**config.mk**
```make
export PLATFORM = sky130hd
export DESIGN_NAME = alu8_core
export DESIGN_NICKNAME = d
export VERILOG_FILES = /design/src/rtl/alu8_pkg.sv /design/src/rtl/alu8_adder.sv /design/src/rtl/alu8_bitops.sv /design/src/rtl/alu8_flag_reg.sv /design/src/rtl/alu8_core.sv
export SDC_FILE = /design/constraint.sdc
export NUM_CORES = 1
export LEC_CHECK = 0
export BUFFER_PORTS_ARGS = -buffer_cell sky130_fd_sc_hd__buf_2
export CAP_MARGIN = 20
export CORE_MARGIN = 8
export CORE_UTILIZATION = 45
export DETAILED_ROUTE_END_ITERATION = 12
export GPL_ROUTABILITY_DRIVEN = 0
export GPL_TIMING_DRIVEN = 1
export MAX_ROUTING_LAYER = met4
export PLACE_DENSITY = 0.71
export SYNTH_ARGS = -nofsm -noshare
export SYNTH_HDL_FRONTEND = slang
export SYNTH_HIERARCHICAL = 1
export SYNTH_SLANG_ARGS = --single-unit
```
**constraint.sdc**
```tcl
create_clock -name clk -period 4.75 [get_ports clk]
set_clock_uncertainty 0.2 [all_clocks]
set_input_delay 0.2375 -clock clk [delete_from_list [all_inputs] [get_ports clk]]
set_output_delay 0.2375 -clock clk [all_outputs]
set_load 0.02 [all_outputs]
```
**src/rtl/alu8_pkg.sv**
```systemverilog
package alu8_pkg;
  localparam int DW = 8;
  localparam int NW = DW / 2;

  localparam logic [3:0] OP_ADD = 4'd0;
  localparam logic [3:0] OP_ADC = 4'd1;
  localparam logic [3:0] OP_SUB = 4'd2;
  localparam logic [3:0] OP_SBB = 4'd3;
  localparam logic [3:0] OP_AND = 4'd4;
  localparam logic [3:0] OP_XOR = 4'd5;
  localparam logic [3:0] OP_OR  = 4'd6;
  localparam logic [3:0] OP_CPL = 4'd7;
  localparam logic [3:0] OP_RLC = 4'd8;
  localparam logic [3:0] OP_RRC = 4'd9;
  localparam logic [3:0] OP_RAL = 4'd10;
  localparam logic [3:0] OP_RAR = 4'd11;

  localparam int FB_S  = 7;
  localparam int FB_Z  = 6;
  localparam int FB_AC = 4;
  localparam int FB_P  = 2;
  localparam int FB_CY = 0;
  localparam logic [DW-1:0] FLAG_MASK = 8'hD5;

  typedef struct packed {
    logic s;
    logic z;
    logic ac;
    logic p;
    logic cy;
  } flags_t;

  function automatic logic even_ones(input logic [DW-1:0] v);
    return ~(^v);
  endfunction

  function automatic logic [DW-1:0] pack_flags(input flags_t f);
    logic [DW-1:0] b;
    b = '0;
    b[FB_S]  = f.s;
    b[FB_Z]  = f.z;
    b[FB_AC] = f.ac;
    b[FB_P]  = f.p;
    b[FB_CY] = f.cy;
    return b;
  endfunction
endpackage

```
**src/rtl/alu8_adder.sv**
```systemverilog
module alu8_adder #(
  parameter int W    = 8,
  parameter int LO_W = 4
) (
  input  logic [W-1:0] a,
  input  logic [W-1:0] b,
  input  logic         cin,
  output logic [W-1:0] sum,
  output logic         nib_carry,
  output logic         top_carry
);
  localparam int HI_W = W - LO_W;

  logic [LO_W:0] lo_sum;
  logic [HI_W:0] hi_sum;

  always_comb begin
    lo_sum = {1'b0, a[LO_W-1:0]} + {1'b0, b[LO_W-1:0]} + {{LO_W{1'b0}}, cin};
    hi_sum = {1'b0, a[W-1:LO_W]} + {1'b0, b[W-1:LO_W]} + {{HI_W{1'b0}}, lo_sum[LO_W]};
  end

  assign sum       = {hi_sum[HI_W-1:0], lo_sum[LO_W-1:0]};
  assign nib_carry = lo_sum[LO_W];
  assign top_carry = hi_sum[HI_W];
endmodule

```
**src/rtl/alu8_bitops.sv**
```systemverilog
module alu8_bitops
  import alu8_pkg::*;
#(
  parameter int W = DW
) (
  input  logic [W-1:0] a,
  input  logic [W-1:0] b,
  input  logic [3:0]   op,
  input  logic         cy_in,
  output logic [W-1:0] res,
  output logic         cy_out,
  output logic         ac_out
);
  always_comb begin
    res    = a;
    cy_out = 1'b0;
    ac_out = 1'b0;
    case (op)
      OP_AND: begin res = a & b; ac_out = 1'b1; end
      OP_XOR: res = a ^ b;
      OP_OR:  res = a | b;
      OP_CPL: res = ~a;
      OP_RLC: begin res = {a[W-2:0], a[W-1]}; cy_out = a[W-1]; end
      OP_RRC: begin res = {a[0], a[W-1:1]};   cy_out = a[0];   end
      OP_RAL: begin res = {a[W-2:0], cy_in};  cy_out = a[W-1]; end
      OP_RAR: begin res = {cy_in, a[W-1:1]};  cy_out = a[0];   end
      default: res = a;
    endcase
  end
endmodule

```
**src/rtl/alu8_flag_reg.sv**
```systemverilog
module alu8_flag_reg
  import alu8_pkg::*;
(
  input  logic          clk,
  input  logic          rst_n,
  input  logic          restore,
  input  logic [DW-1:0] restore_data,
  input  logic          upd_all,
  input  logic          upd_cy,
  input  flags_t        nxt,
  output logic [DW-1:0] flags_q
);
  always_ff @(posedge clk or negedge rst_n) begin
    if (!rst_n) begin
      flags_q <= '0;
    end else if (restore) begin
      flags_q <= restore_data & FLAG_MASK;
    end else if (upd_all) begin
      flags_q <= pack_flags(nxt);
    end else if (upd_cy) begin
      flags_q[FB_CY] <= nxt.cy;
    end
  end

  assert_rsvd_zero_R4: assert property (@(posedge clk) disable iff (!rst_n)
    (flags_q & ~FLAG_MASK) == '0);

  assert_restore_wins_R10: assert property (@(posedge clk) disable iff (!rst_n)
    restore |=> flags_q == ($past(restore_data) & FLAG_MASK));

  assert_cy_only_R7: assert property (@(posedge clk) disable iff (!rst_n)
    (upd_cy && !restore && !upd_all) |=>
      (flags_q[DW-1:1] == $past(flags_q[DW-1:1])));
endmodule

```
**src/rtl/alu8_core.sv**
```systemverilog
module alu8_core
  import alu8_pkg::*;
(
  input  logic          clk,
  input  logic          rst_n,
  input  logic          op_valid,
  input  logic [3:0]    op_code,
  input  logic [DW-1:0] operand,
  input  logic          flag_load,
  input  logic [DW-1:0] flag_wdata,
  output logic [DW-1:0] acc_q,
  output logic [DW-1:0] flags_q
);
  logic is_add, is_sub, is_arith, is_logic, is_cpl, is_rot, op_known, do_op;
  logic carry_used, cin, nib_c, top_c, cy_cur;
  logic cy_bit, ac_bit;
  logic [DW-1:0] b_eff, sum, bit_res, result;
  flags_t nxt;

  assign cy_cur     = flags_q[FB_CY];
  assign is_add     = (op_code == OP_ADD) || (op_code == OP_ADC);
  assign is_sub     = (op_code == OP_SUB) || (op_code == OP_SBB);
  assign is_arith   = is_add || is_sub;
  assign is_logic   = (op_code == OP_AND) || (op_code == OP_XOR) || (op_code == OP_OR);
  assign is_cpl     = (op_code == OP_CPL);
  assign is_rot     = (op_code >= OP_RLC) && (op_code <= OP_RAR);
  assign op_known   = (op_code <= OP_RAR);
  assign do_op      = op_valid && op_known;
  assign carry_used = ((op_code == OP_ADC) || (op_code == OP_SBB)) && cy_cur;

  // Subtraction adds the inverted operand; the borrow-in becomes an inverted carry-in.
  assign b_eff = is_sub ? ~operand : operand;
  assign cin   = is_sub ? ~carry_used : carry_used;

  alu8_adder #(.W(DW), .LO_W(NW)) u_add (
    .a(acc_q), .b(b_eff), .cin(cin),
    .sum(sum), .nib_carry(nib_c), .top_carry(top_c)
  );

  alu8_bitops #(.W(DW)) u_bit (
    .a(acc_q), .b(operand), .op(op_code), .cy_in(cy_cur),
    .res(bit_res), .cy_out(cy_bit), .ac_out(ac_bit)
  );

  assign result = is_arith ? sum : bit_res;

  always_comb begin
    nxt.s  = result[DW-1];
    nxt.z  = (result == '0);
    nxt.ac = is_arith ? nib_c : ac_bit;
    nxt.p  = even_ones(result);
    nxt.cy = is_arith ? (is_sub ? ~top_c : top_c) : cy_bit;
  end

  always_ff @(posedge clk or negedge rst_n) begin
    if (!rst_n) acc_q <= '0;
    else if (do_op) acc_q <= result;
  end

  alu8_flag_reg u_flags (
    .clk(clk), .rst_n(rst_n),
    .restore(flag_load), .restore_data(flag_wdata),
    .upd_all(do_op && (is_arith || is_logic)),
    .upd_cy(do_op && is_rot),
    .nxt(nxt), .flags_q(flags_q)
  );

  assert_sign_R3: assert property (@(posedge clk) disable iff (!rst_n)
    (do_op && (is_arith || is_logic) && !flag_load) |=> flags_q[FB_S] == acc_q[DW-1]);

  assert_zero_R3: assert property (@(posedge clk) disable iff (!rst_n)
    (do_op && (is_arith || is_logic) && !flag_load) |=> flags_q[FB_Z] == (acc_q == '0));

  assert_parity_R3: assert property (@(posedge clk) disable iff (!rst_n)
    (do_op && (is_arith || is_logic) && !flag_load) |=> flags_q[FB_P] == ~(^acc_q));

  assert_logic_cy_R5: assert property (@(posedge clk) disable iff (!rst_n)
    (do_op && is_logic && !flag_load) |=> !flags_q[FB_CY]);

  assert_cpl_keep_R6: assert property (@(posedge clk) disable iff (!rst_n)
    (do_op && is_cpl && !flag_load) |=> ($stable(flags_q) && acc_q == ~$past(acc_q)));

  assert_idle_hold_R9: assert property (@(posedge clk) disable iff (!rst_n)
    (!do_op && !flag_load) |=> ($stable(acc_q) && $stable(flags_q)));
endmodule

```
==> impl_results.md, run 1 <==
* CTS H-Tree Depth at 1
* WL per Instance at 15.0 um
* DR pass1 iterations at 4
* Area of the placeable core at 4750 um2
* Seq/Total Area, Yosys at 0.146
* Slew HR at 0.369
* Total negative slack for setup checks at 0 ns
* Proportion of layout cells with a drive suffix above 1 at 0.187
* MaxCap Viol Count at 0
* Crit path max fanout at 6
* Post-DRT Antenna Nets at 0
* Cells on Worst Hold Path at 3
* Time the worst path needs with I/O delays and setup at 4.12 ns
* Worst flop-to-flop path endpoint: u_flags/flags_q[2]
* Internal reg-to-reg setup slack at 0.63 ns
* Cell Area, Synth at 2230 um2
* Die area at 7460 um2
* Delay of the slowest cell on the worst path at 0.47 ns
* Buffers added on ports at 33
* DPL Wire Length at 4.21 mm
* Mapped Cells at 271
* FFs w/ async S/R, synth at 1.00
* CTS tree: built
* Critical path data arrival time at 4.09 ns
* Initial Util at 0.469
* Final core utilization at 0.518
* Setup fix buffers added after clock tree synthesis at 0
* Worst hold start: flag_wdata[7]
* Clk root buf: clkbuf_8
* RSZ-0062 raised after global routing: no
* Yosys warnings at 6
* Post-cts resize count at 0
* Launch instance of the worst register-to-register path: u_flags/flags_q[0]
* Kind of path behind the tightest hold check: in2reg
* Worst slew pin tran at 0.940 ns
* Count of flip-flops with a built-in enable after synthesis at 0
* Largest net degree at the start of global routing at 27
* Buffer levels on the longest clock path at 2
* Power per standard cell area at 374 nW/um2
* Top-level I/O count at 40
* Via-per-instance ratio at 5.43
* Lkg Pwr at 1.25 nW
* Via count of the first global-routing pass at 1933
* Most frequently used flop master after synthesis: dfrtp_1
* Distinct cell type count after synthesis at 50
* Global-route wire length before repair at 9.28 mm
* Run status: completed
* Area overhead of the layout relative to synthesis at 10.6%
* Final setup violation count at 0
* Max-slew violation count at 0
* Worst EP required at 4.72 ns
* Number of vias after detailed routing at 1994
* Final Hold Viols at 0
* Category of the critical setup timing path: reg2reg
* Die X at 86.4 um
* Die Span Y at 86.4 um
* Clock Latency Late Sink at 0.25 ns
* Initial drt markers at 102
* Filler cell count in the final layout at 474
* Sequential cell area at 325 um2
* TritonCTS buffer count at 3
* Routed Wire Length at 5.51 mm
* CP startpoint: u_flags/flags_q[0]
* Slowest stage cell, crit path: dfrtp_1
* Antenna violations before repair at 0
* Total GRT Usage at 0.156
* CTS sink count at 13
* #FFs+latches synth at 13
* Number of buffers inserted for hold repair after clock tree synthesis at 4
* Multi-input gate area in the final layout at 1620 um2
* Buffer and inverter count on the worst path at 4
* Worst reg-to-reg path cell count at 18
* CP cell instances: a21bo_2 -> a21oi_1 -> inv_1 -> fa_1 -> inv_1 -> fa_1 -> a21o_2 -> a21o_1 -> fa_1 -> inv_1 -> fa_1 -> inv_1 -> mux2i_1 -> ha_1 -> xnor2_1 -> xnor2_1 -> mux2i_1 -> o21ai_0
* Clock transition at path regs at 0.06 ns
* Crit-path leading delay family: adder cells
* Antenna diode instance count at 0
* # rows at 25
* Min-Delay Endpoint: u_flags/flags_q[7]
* Maximum clock frequency at 243 MHz
* Mean instance size in the synthesized netlist at 8.22 um2
* Net count reported at finish at 355
* Final Cycle Share at 0.868
* Number of remaining DRC errors at 0
* CP Launch Type: flop
* Maximum vdd drop at 0.255 mV
* Total gr overflow at 0
* Worst setup EP type: flop
cell families (layout without fill, tap and decap cells):
| family | after synthesis | count (layout) | share of synthesized area |
|---|---|---|---|
| adders and majority gates | 30 | 30 | 0.182 |
| and+or+nand+nor | 65 | 65 | 0.167 |
| muxes | 21 | 21 | 0.0971 |
| xor gates and xnor gates | 17 | 17 | 0.0702 |
| DFF | 13 | 13 | 0.146 |
| AOI/OAI and AO/OA | 67 | 67 | 0.206 |
| other | 1 | 3 | 0.00168 |
| buffers and inverters | 57 | 84 | 0.130 |
area by class of cell:
cell class                 count  area share
multi-input combinational    203       0.657
clock buffer                   3      0.0168
sequential                    13       0.132
timing repair buffer          43       0.102
tap                           67      0.0340
clock inverter                 1     0.00203
inverter                      37      0.0563
worst max path at each step:
| stage | depth (start not counted) | end |
|---|---|---|
| final | 18 | u_flags/flags_q[2] |
| after global routing | 18 | u_flags/flags_q[2] |
| after CTS | 18 | u_flags/flags_q[2] |
| after detailed placement | 19 | u_flags/flags_q[2] |
| after global placement | 19 | u_flags/flags_q[2] |
| after floorplan | 20 | u_flags/flags_q[2] |
Yosys cell counts (all sizes together), types with 4 or more instances:
cell     instances  area [um2]
mux2             5        56.3
ha              26         325
or4bb            4        45.0
nor2            13        48.8
o221ai           9        78.8
dfrtp           13         325
o21ai           18        90.1
xor2            10        87.6
nand4bb          4        45.0
fa               4        80.1
nand2b           5        31.3
mux2i           16         160
a21oi           13        68.8
buf             19         148
xnor2            7        68.8
inv             37         139
nand2           24        90.1
flip-flops by register name, summed over array words and instances (netlist names):
register / cells
acc_q: 8
u_flags/flags_q: 5
worst min-delay path: cells and delay by family:
kind / cells / cell delay [ns]
buffers and inverters: 1 / 0.07
AOI/OAI and AO/OA: 1 / 0.06
and+or+nand+nor: 1 / 0.04
per-stage QoR:
step / power (mW) / cell area, um2 / setup slack [ns] / instances / hold WS [ns]
after global placement: 0.798 / 2380 / 0.633 / 359 / -0.0470
after global routing: 1.01 / 2460 / 0.383 / 367 / 0.0146
final: 0.922 / 2460 / 0.629 / 367 / 0.00490
after floorplan: 0.661 / 2240 / 0.900 / 273 / -0.258
after CTS: 0.924 / 2460 / 0.694 / 367 / 0.0000256
after detailed placement: 0.811 / 2380 / 0.613 / 359 / -0.0466
placed cells by master, fill, tap and decap left out, types with 4 or more instances in the layout:
cell type | netlist | final
o21ai_0 | 16 | 16
or4bb_1 | 4 | 4
nand2b_1 | 5 | 5
a21oi_1 | 12 | 12
buf_2 | 7 | 33
o221ai_1 | 9 | 9
inv_1 | 37 | 37
mux2_2 | 5 | 5
mux2i_1 | 16 | 16
nor2_1 | 13 | 13
xor2_1 | 10 | 10
dfrtp_1 | 13 | 13
buf_4 | 5 | 6
fa_1 | 4 | 4
ha_1 | 26 | 26
dlygate4sd3_1 | 0 | 4
nand4bb_1 | 4 | 4
xnor2_1 | 6 | 6
nand2_1 | 24 | 24
power breakdown:
part           internal [mW]  switching [mW]  total, mW
logic                  0.277           0.331      0.608
registers              0.143          0.0669      0.210
clock network         0.0581          0.0462      0.104
per-layer routing:
metal	up-vias	wire, um	part of all wire	global-route usage
li1	999	-	-	-
met1	935	2760	0.50	0.212
met2	56	2480	0.45	0.238
met3	4	211	0.038	0.0151
met4	0	51	0.0093	0.0469
met5	-	0	0	-
(Power assumes the default switching activity.)
==> run 2: changes to the inputs <==
--- a/config.mk
+++ b/config.mk
@@ -5,9 +5,10 @@
 export SDC_FILE = /design/constraint.sdc
 export NUM_CORES = 1
 export LEC_CHECK = 0
+export ABC_AREA = 1
 export BUFFER_PORTS_ARGS = -buffer_cell sky130_fd_sc_hd__buf_2
 export CAP_MARGIN = 20
-export CORE_MARGIN = 8
+export CORE_MARGIN = 4
 export CORE_UTILIZATION = 45
 export DETAILED_ROUTE_END_ITERATION = 12
 export GPL_ROUTABILITY_DRIVEN = 0
==> run 2 against run 1 <==
Net effect: synthesized cell count grew 34%; non-clock buffer count shrank 9; final area shrank 0.30%; sequential power shrank 14%; worst hold slack gained 0.0035 ns; cell count grew 26%; via count grew 11%; register-to-register slack gained 0.29 ns; wire length shrank 6.2%; clock-buffer cell count grew 1; largest cell class unchanged; highest routed layer unchanged.
==> impl_results.md, run 2 <==
* Number of remaining DRC errors at 0 (unchanged)
* Simple-gate share of the synthesized area at 0.454 (+0.287)
* Complex-gate fraction of the synthesized area at 0.0270 (-0.179)
* Total GRT Usage at 0.182 (+0.0260)
* Routed length on met2 at 2.47 mm (-0.52%)
* Clock Latency Late Sink at 0.24 ns (about the same)
* Worst slew pin tran at 0.559 ns (-0.381 ns)
* Worst setup EP type: flop
* Largest net degree at the start of global routing at 25 (-7.4%)
* Top-level I/O count at 40 (unchanged)
* Number of flip-flops in the largest register at 8 (unchanged)
* Maximum clock frequency at 247 MHz (+1.7%)
* CTS sink count at 13 (unchanged)
* #FFs+latches synth at 13 (unchanged)
* Top cell types by occurrence after synthesis: 120 x nand2_1, 56 x inv_1, 51 x nand3_1
* Net count reported at finish at 449 (+26%)
* Clock transition at path regs at 0.05 ns (about the same)
* Part of the power in registers at 0.240 (+0.013)
* Total gr overflow at 0 (unchanged)
* Critical path endpoint: u_flags/flags_q[2]
* Critical path data arrival time at 3.97 ns (-0.12 ns)
* Dominant combinational cell family by area after synthesis: simple AND/OR/NAND/NOR gates
* Top cell type by total area after synthesis: nand2_1
* RSZ-0062 raised after global routing: no
* Internal power contribution at 0.378 mW (-21%)
* Worst flop-to-flop path endpoint: u_flags/flags_q[2]
* Via count of the first global-routing pass at 2076 (+7.4%)
* DR pass1 iterations at 5 (+1)
* FFs w/ async S/R, synth at 1.00 (unchanged)
* Cells taking the most area after synthesis: nand2_1 20%, dfrtp_1 15%, ha_1 15%, nand3_1 11%, inv_1 9.5%
* Post-DRT Antenna Nets at 0 (unchanged)
* Xor and xnor area share after synthesis at 0.0513 (-0.0189)
* Buffers added on ports at 33 (unchanged)
* Area share of the leading cell type in the synthesized netlist at 0.203 (+0.0568)
* Yosys warnings at 6 (unchanged)
* Final Hold Viols at 0 (unchanged)
* Category of the critical setup timing path: in2reg
* Cell Area, Synth at 2220 um2 (-0.34%)
* Crit path max fanout at 13 (+7)
* Top routing layer in use: met4
* Global-route wire length before repair at 9.14 mm (-1.6%)
* Kind of path behind the tightest hold check: in2reg
* Leading cell type by number of instances after synthesis: nand2_1
* Area overhead of the layout relative to synthesis at 10.6% (about the same)
* Slowest stage cell, crit path: fa_1
* P_sw at 0.370 mW (-17%)
* MaxCap Viol Count at 0 (unchanged)
* CP Launch Type: input port
* Top library cells by usage in the layout, fill and taps aside: 120 x nand2_1, 56 x inv_1, 51 x nand3_1, 34 x nor2_1, 33 x buf_2
* Share of power burned in combinational logic at 0.630 (-0.029)
* Count of flip-flops with a built-in enable after synthesis at 0 (unchanged)
* Maximum vdd drop at 0.277 mV (+8.4%)
* Internal reg-to-reg setup slack at 0.92 ns (+0.29 ns)
* Synth Area in Adders at 0.183 (+0.000615)
* Most frequent standard cell in the layout excluding fill and tap cells: nand2_1
* Routed met3 length at 241 um (+14%)
* Proportion of layout cells with a drive suffix above 1 at 0.135 (-0.0521)
* Area of the placeable core at 4750 um2 (unchanged)
* Initial drt markers at 126 (+24%)
* CTS tree: built
* Switching share of power at 0.494 (+0.0131)
* CP startpoint: op_code[2]
* Most flops, register: acc_q
* Mean instance size in the synthesized netlist at 6.14 um2 (-25%)
* Clk root buf: clkbuf_8
* Wire length on met1 at 2.42 mm (-12%)
* Final Cycle Share at 0.853 (-0.0146)
* Delay of the slowest cell on the worst path at 0.42 ns (-0.05 ns)
* CTS H-Tree Depth at 1 (unchanged)
* Lkg Pwr at 1.46 nW (+17%)
* Final setup violation count at 0 (unchanged)
* Most frequently used flop master after synthesis: dfrtp_1
* Die X at 78.3 um (-9.4%)
* Initial Util at 0.467 (-0.00158)
* Distinct cell type count after synthesis at 25 (-50%)
* WL per Instance at 11.2 um (-25%)
* Number of vias after detailed routing at 2218 (+11%)
* Run status: completed
* Final core utilization at 0.517 (-0.00158)
* Max-slew violation count at 0 (unchanged)
* Mapped Cells at 362 (+34%)
* Filler cell count in the final layout at 529 (+12%)
* TritonCTS buffer count at 3 (unchanged)
* CP cell instances: buf_2 -> nor2_4 -> nand2_4 -> xnor2_1 -> inv_1 -> fa_1 -> inv_1 -> fa_1 -> a21oi_1 -> o21bai_1 -> fa_1 -> inv_1 -> fa_1 -> xnor2_1 -> inv_1 -> nand2_1 -> nand2_1 -> ha_1 -> xor2_1 -> nand2_1 -> nand2_1 -> nand3_1 -> nand3_1
* Routed Wire Length at 5.17 mm (-6.2%)
* Clock group share of total power at 0.130 (+0.017)
* Time the worst path needs with I/O delays and setup at 4.05 ns (-0.0693 ns)
* # rows at 25 (unchanged)
* Via-per-instance ratio at 4.81 (-11%)
* Worst reg-to-reg path cell count at 22 (+4)
* Buffer levels on the longest clock path at 2 (unchanged)
* Worst EP required at 4.67 ns (-0.05 ns)
* Slew HR at 0.626 (+0.257)
* Total negative slack for setup checks at 0 ns (unchanged)
* DPL Wire Length at 4.18 mm (-0.79%)
* Power per standard cell area at 304 nW/um2 (-19%)
* Launch instance of the worst register-to-register path: u_flags/flags_q[0]
* Die Span Y at 78.3 um (-9.4%)
* Die area at 6120 um2 (-18%)
* Antenna diode instance count at 0 (unchanged)
* Largest registers: acc_q x8, u_flags/flags_q x5
* Antenna violations before repair at 0 (unchanged)
* Seq/Total Area, Yosys at 0.146 (+0.000493)
* Multiplexer area fraction after synthesis at 0 (-0.0971)
==> run 2: per-stage QoR <==
step	cells	worst slack (ns)	hold slack [ns]	area [um2]	total power, mW
after detailed placement	456	0.466	-0.0561	2400	0.651
after global routing	461	0.407	0.0261	2460	0.841
after CTS	461	0.679	0.00670	2460	0.757
after floorplan	364	1.16	-0.258	2230	0.536
final	461	0.698	0.00840	2460	0.748
after global placement	456	0.523	-0.0574	2400	0.642
==> run 2: layer usage <==
metal,up-vias,track usage
met5,-,-
met4,0,0.0437
met3,4,0.00573
met2,52,0.317
met1,987,0.236
li1,1175,-
==> run 2: final cells by class <==
cell class / instances / area (um2) / share of cell area
Timing Repair Buffer: 34 / 175 / 0.0713
Inverter: 61 / 229 / 0.0932
Tap cell: 67 / 83.8 / 0.0341
Sequential cell: 13 / 325 / 0.132
Clock buffer: 4 / 45.0 / 0.0183
Multi-Input combinational cell: 282 / 1600 / 0.651
==> run 2: cell families (layout without fill, tap and decap cells) <==
group                    after synthesis  after routing
adder cells (fa/ha/maj)               30             30
AND/OR/NAND/NOR                      227            227
buffers and inverters                 69             99
AO/OA/AOI/OAI                          9              9
other                                  1              3
flip-flops                            13             13
XOR/XNOR                              13             13
==> run 2: worst min path at each step <==
stage	slack (ns)	end	startpoint	cells past startpoint
finish	0.008	u_flags/flags_q[4]	flag_wdata[4]	3
global route	0.03	u_flags/flags_q[4]	flag_wdata[4]	3
CTS	0.007	u_flags/flags_q[4]	flag_wdata[4]	3
detailed placement	-0.06	u_flags/flags_q[7]	rst_n	1
global placement	-0.06	u_flags/flags_q[4]	rst_n	1
floorplan	-0.26	acc_q[0]	rst_n	0
==> run 2: timing repair <==
item,in CTS,in global routing
buffers inserted,0,0
gates resized for setup,0,0
endpoints found under the hold margin,13,0
hold buffers,1,0
==> run 2: critical path, delay by kind of cell <==
kind | cells | cell delay [ns]
fa+ha+maj | 5 | 1.58
xor+xnor | 3 | 0.51
compound gates | 2 | 0.28
simple gates | 8 | 0.88
buf+inv | 5 | 0.47
==> run 2: power groups by stage <==
| stage | Combinational [mW] | Clock, mW | Sequential [mW] |
|---|---|---|---|
| floorplan | 0.338 | 0 | 0.198 |
| global placement | 0.462 | 0 | 0.180 |
| detailed placement | 0.470 | 0 | 0.181 |
| CTS | 0.476 | 0.101 | 0.180 |
| global route | 0.551 | 0.104 | 0.186 |
| finish | 0.471 | 0.0969 | 0.180 |
==> run 3: changes to the inputs <==
--- a/config.mk
+++ b/config.mk
@@ -15,6 +15,7 @@
 export GPL_TIMING_DRIVEN = 1
 export MAX_ROUTING_LAYER = met4
 export PLACE_DENSITY = 0.71
+export REMOVE_ABC_BUFFERS = 1
 export SYNTH_ARGS = -nofsm -noshare
 export SYNTH_HDL_FRONTEND = slang
 export SYNTH_HIERARCHICAL = 1
==> run 3 against run 2 <==
Net effect: wire length grew 2.8%; first-iteration DRC count is 0.79% lower; fmax increased by 5.9%; worst hold slack improved by 0.0013 ns; final area up 0.31%; sequential power is essentially flat; critical path depth decreased by 1; die area is the same; global-route usage is 0.73 points higher; utilization grew 0.16 points; flip-flop and latch count unchanged.
==> impl_results.md, run 3 (same netlist as run 2, synthesis figures left out) <==
* Final worst-path setup slack at 0.923 ns (+0.225 ns)
* Run status: completed
* Maximum vdd drop at 0.147 mV (-47%)
* Die X at 78.3 um (unchanged)
* Number of flip-flops in the largest register at 8 (unchanged)
* Power per standard cell area at 304 nW/um2 (about the same)
* Routed met3 length at 224 um (-7.1%)
* Critical path data arrival time at 3.75 ns (-0.22 ns)
* # rows at 25 (unchanged)
* Post-DRT Antenna Nets at 0 (unchanged)
* Final Cycle Share at 0.806 (-0.0473)
* Antenna diode instance count at 0 (unchanged)
* CTS tree: built
* Area overhead of the layout relative to synthesis at 11.0%
* Worst setup slack before clock tree synthesis at 0.667 ns (+0.201 ns)
* Top-level I/O count at 40 (unchanged)
* Via count of the first global-routing pass at 2050 (-1.3%)
* WL per Instance at 11.5 um (+2.6%)
* Delay of the slowest cell on the worst path at 0.47 ns (+0.05 ns)
* Slew HR at 0.629 (+0.00330)
* Routed Wire Length at 5.32 mm (+2.8%)
* Slowest stage cell, crit path: dfrtp_1
* Global-route wire length before repair at 9.27 mm (+1.5%)
* CTS sink count at 13 (unchanged)
* Area of the placeable core at 4750 um2 (unchanged)
* Number of remaining DRC errors at 0 (unchanged)
* Kind of path behind the tightest hold check: in2reg
* DR pass1 iterations at 5 (unchanged)
* Setup fix buffers added after clock tree synthesis at 0 (unchanged)
* Clk root buf: clkbuf_8
* Total GRT Usage at 0.190 (+0.00732)
* CTS H-Tree Depth at 1 (unchanged)
* Worst setup EP type: flop
* CP cell instances: nand3_1 -> nand2_1 -> nor2_1 -> inv_1 -> fa_1 -> inv_1 -> fa_1 -> a21oi_1 -> o21bai_1 -> fa_1 -> inv_1 -> fa_1 -> xnor2_1 -> inv_1 -> nand2_1 -> nand2_1 -> ha_1 -> xor2_1 -> nand2_1 -> nand2_1 -> nand3_1 -> nand3_1
* Total negative slack for setup checks at 0 ns (unchanged)
* Time the worst path needs with I/O delays and setup at 3.83 ns (-0.225 ns)
* Clock transition at path regs at 0.06 ns (about the same)
* Max-slew violation count at 0 (unchanged)
* Die Span Y at 78.3 um (unchanged)
* Net count reported at finish at 450 (+0.22%)
* Lkg Pwr at 1.47 nW (+0.35%)
* Maximum clock frequency at 261 MHz (+5.9%)
* Top routing layer in use: met4
* Most flops, register: acc_q
* Post-cts resize count at 0 (unchanged)
* Buffer levels on the longest clock path at 2 (unchanged)
* Largest net degree at the start of global routing at 25 (unchanged)
* Initial Util at 0.467 (unchanged)
* Top library cells by usage in the layout, fill and taps aside: 120 x nand2_1, 56 x inv_1, 51 x nand3_1, 34 x nor2_1, 33 x buf_2
* Category of the critical setup timing path: reg2reg
* MaxCap Viol Count at 0 (unchanged)
* Buffers added on ports at 33 (unchanged)
* Number of cells in the finished layout apart from fillers at 462 (+0.22%)
* DPL Wire Length at 4.31 mm (+3.2%)
* Final Hold Viols at 0 (unchanged)
* RSZ-0062 raised after global routing: no
* TritonCTS buffer count at 3 (unchanged)
* Wire length on met1 at 2.61 mm (+7.7%)
* Via-per-instance ratio at 4.82 (+0.14%)
* Final setup violation count at 0 (unchanged)
* Cell with the most instances on the worst path: nand2_1
* Clock Latency Late Sink at 0.24 ns (about the same)
* CP Launch Type: flop
* Routed length on met2 at 2.45 mm (-0.57%)
* Crit path max fanout at 6 (-7)
* Number of vias after detailed routing at 2226 (+0.36%)
* Worst slew pin tran at 0.554 ns (-0.00494 ns)
* Antenna violations before repair at 0 (unchanged)
* Die area at 6120 um2 (unchanged)
* Largest registers: acc_q x8, u_flags/flags_q x5
* Most frequent standard cell in the layout excluding fill and tap cells: nand2_1
* Proportion of layout cells with a drive suffix above 1 at 0.137 (+0.00219)
* Worst EP required at 4.67 ns (about the same)
* Initial drt markers at 125 (-0.79%)
* Post-Route Hold Slack at 0.00966 ns (+0.00125 ns)
* Total gr overflow at 0 (unchanged)
* Placed instance count at 457 (+0.22%)
==> run 3: repair_timing <==
action	in CTS	in global routing
setup endpoints to repair	0	0
endpoints found under the hold margin	13	0
hold buffers	1	0
==> run 3: per-stage QoR <==
stage / area, um2 / total power [mW] / util
final: 2460 / 0.750 / 0.518
after global placement: 2410 / 0.642 / 0.507
after CTS: 2460 / 0.758 / 0.518
after floorplan: 2150 / 0.527 / -
after detailed placement: 2410 / 0.657 / 0.507
after global routing: 2460 / 0.852 / 0.518
==> run 3: path summary, 6_finish.rpt <==
check / to / from / depth (start not counted) / slack, ns
setup / recovery: u_flags/flags_q[2] / u_flags/flags_q[0] / 22 / 0.92
hold / removal: u_flags/flags_q[4] / flag_wdata[4] / 3 / 0.01
setup reg to reg: u_flags/flags_q[2] / u_flags/flags_q[0] / 22 / 0.92
hold reg to reg: u_flags/flags_q[4] / u_flags/flags_q[4] / 2 / 0.28
max in group asynchronous: u_flags/flags_q[6] / rst_n / 2 / 3.91
min in group asynchronous: u_flags/flags_q[2] / rst_n / 2 / 0.21
==> run 3: area by class of cell <==
type                    count  area [um2]
repair buffers             35         183
well taps                  67        83.8
flip-flops and latches     13         325
clock buffers               4        45.0
fillers                   507        2290
inverters                  61         229
multi-input cells         282        1600
==> run 3: power by group <==
group	internal [mW]	switching (mW)
clock network	0.0592	0.0393
registers	0.134	0.0473
logic	0.185	0.285
==> run 3: critical path: cells and delay by family, from the launching register on <==
kind            cells  cell delay (ns)
flops               1             0.47
buf+inv             4             0.26
xor+xnor            2             0.32
compound gates      2             0.30
simple gates        9             0.65
fa+ha+maj           5             1.51
==> run 3: layer usage <==
metal | vias to the layer above | global-route usage
met5 | - | -
met4 | 0 | 0.0280
met2 | 46 | 0.327
met1 | 1002 | 0.244
met3 | 4 | 0.0229
li1 | 1174 | -
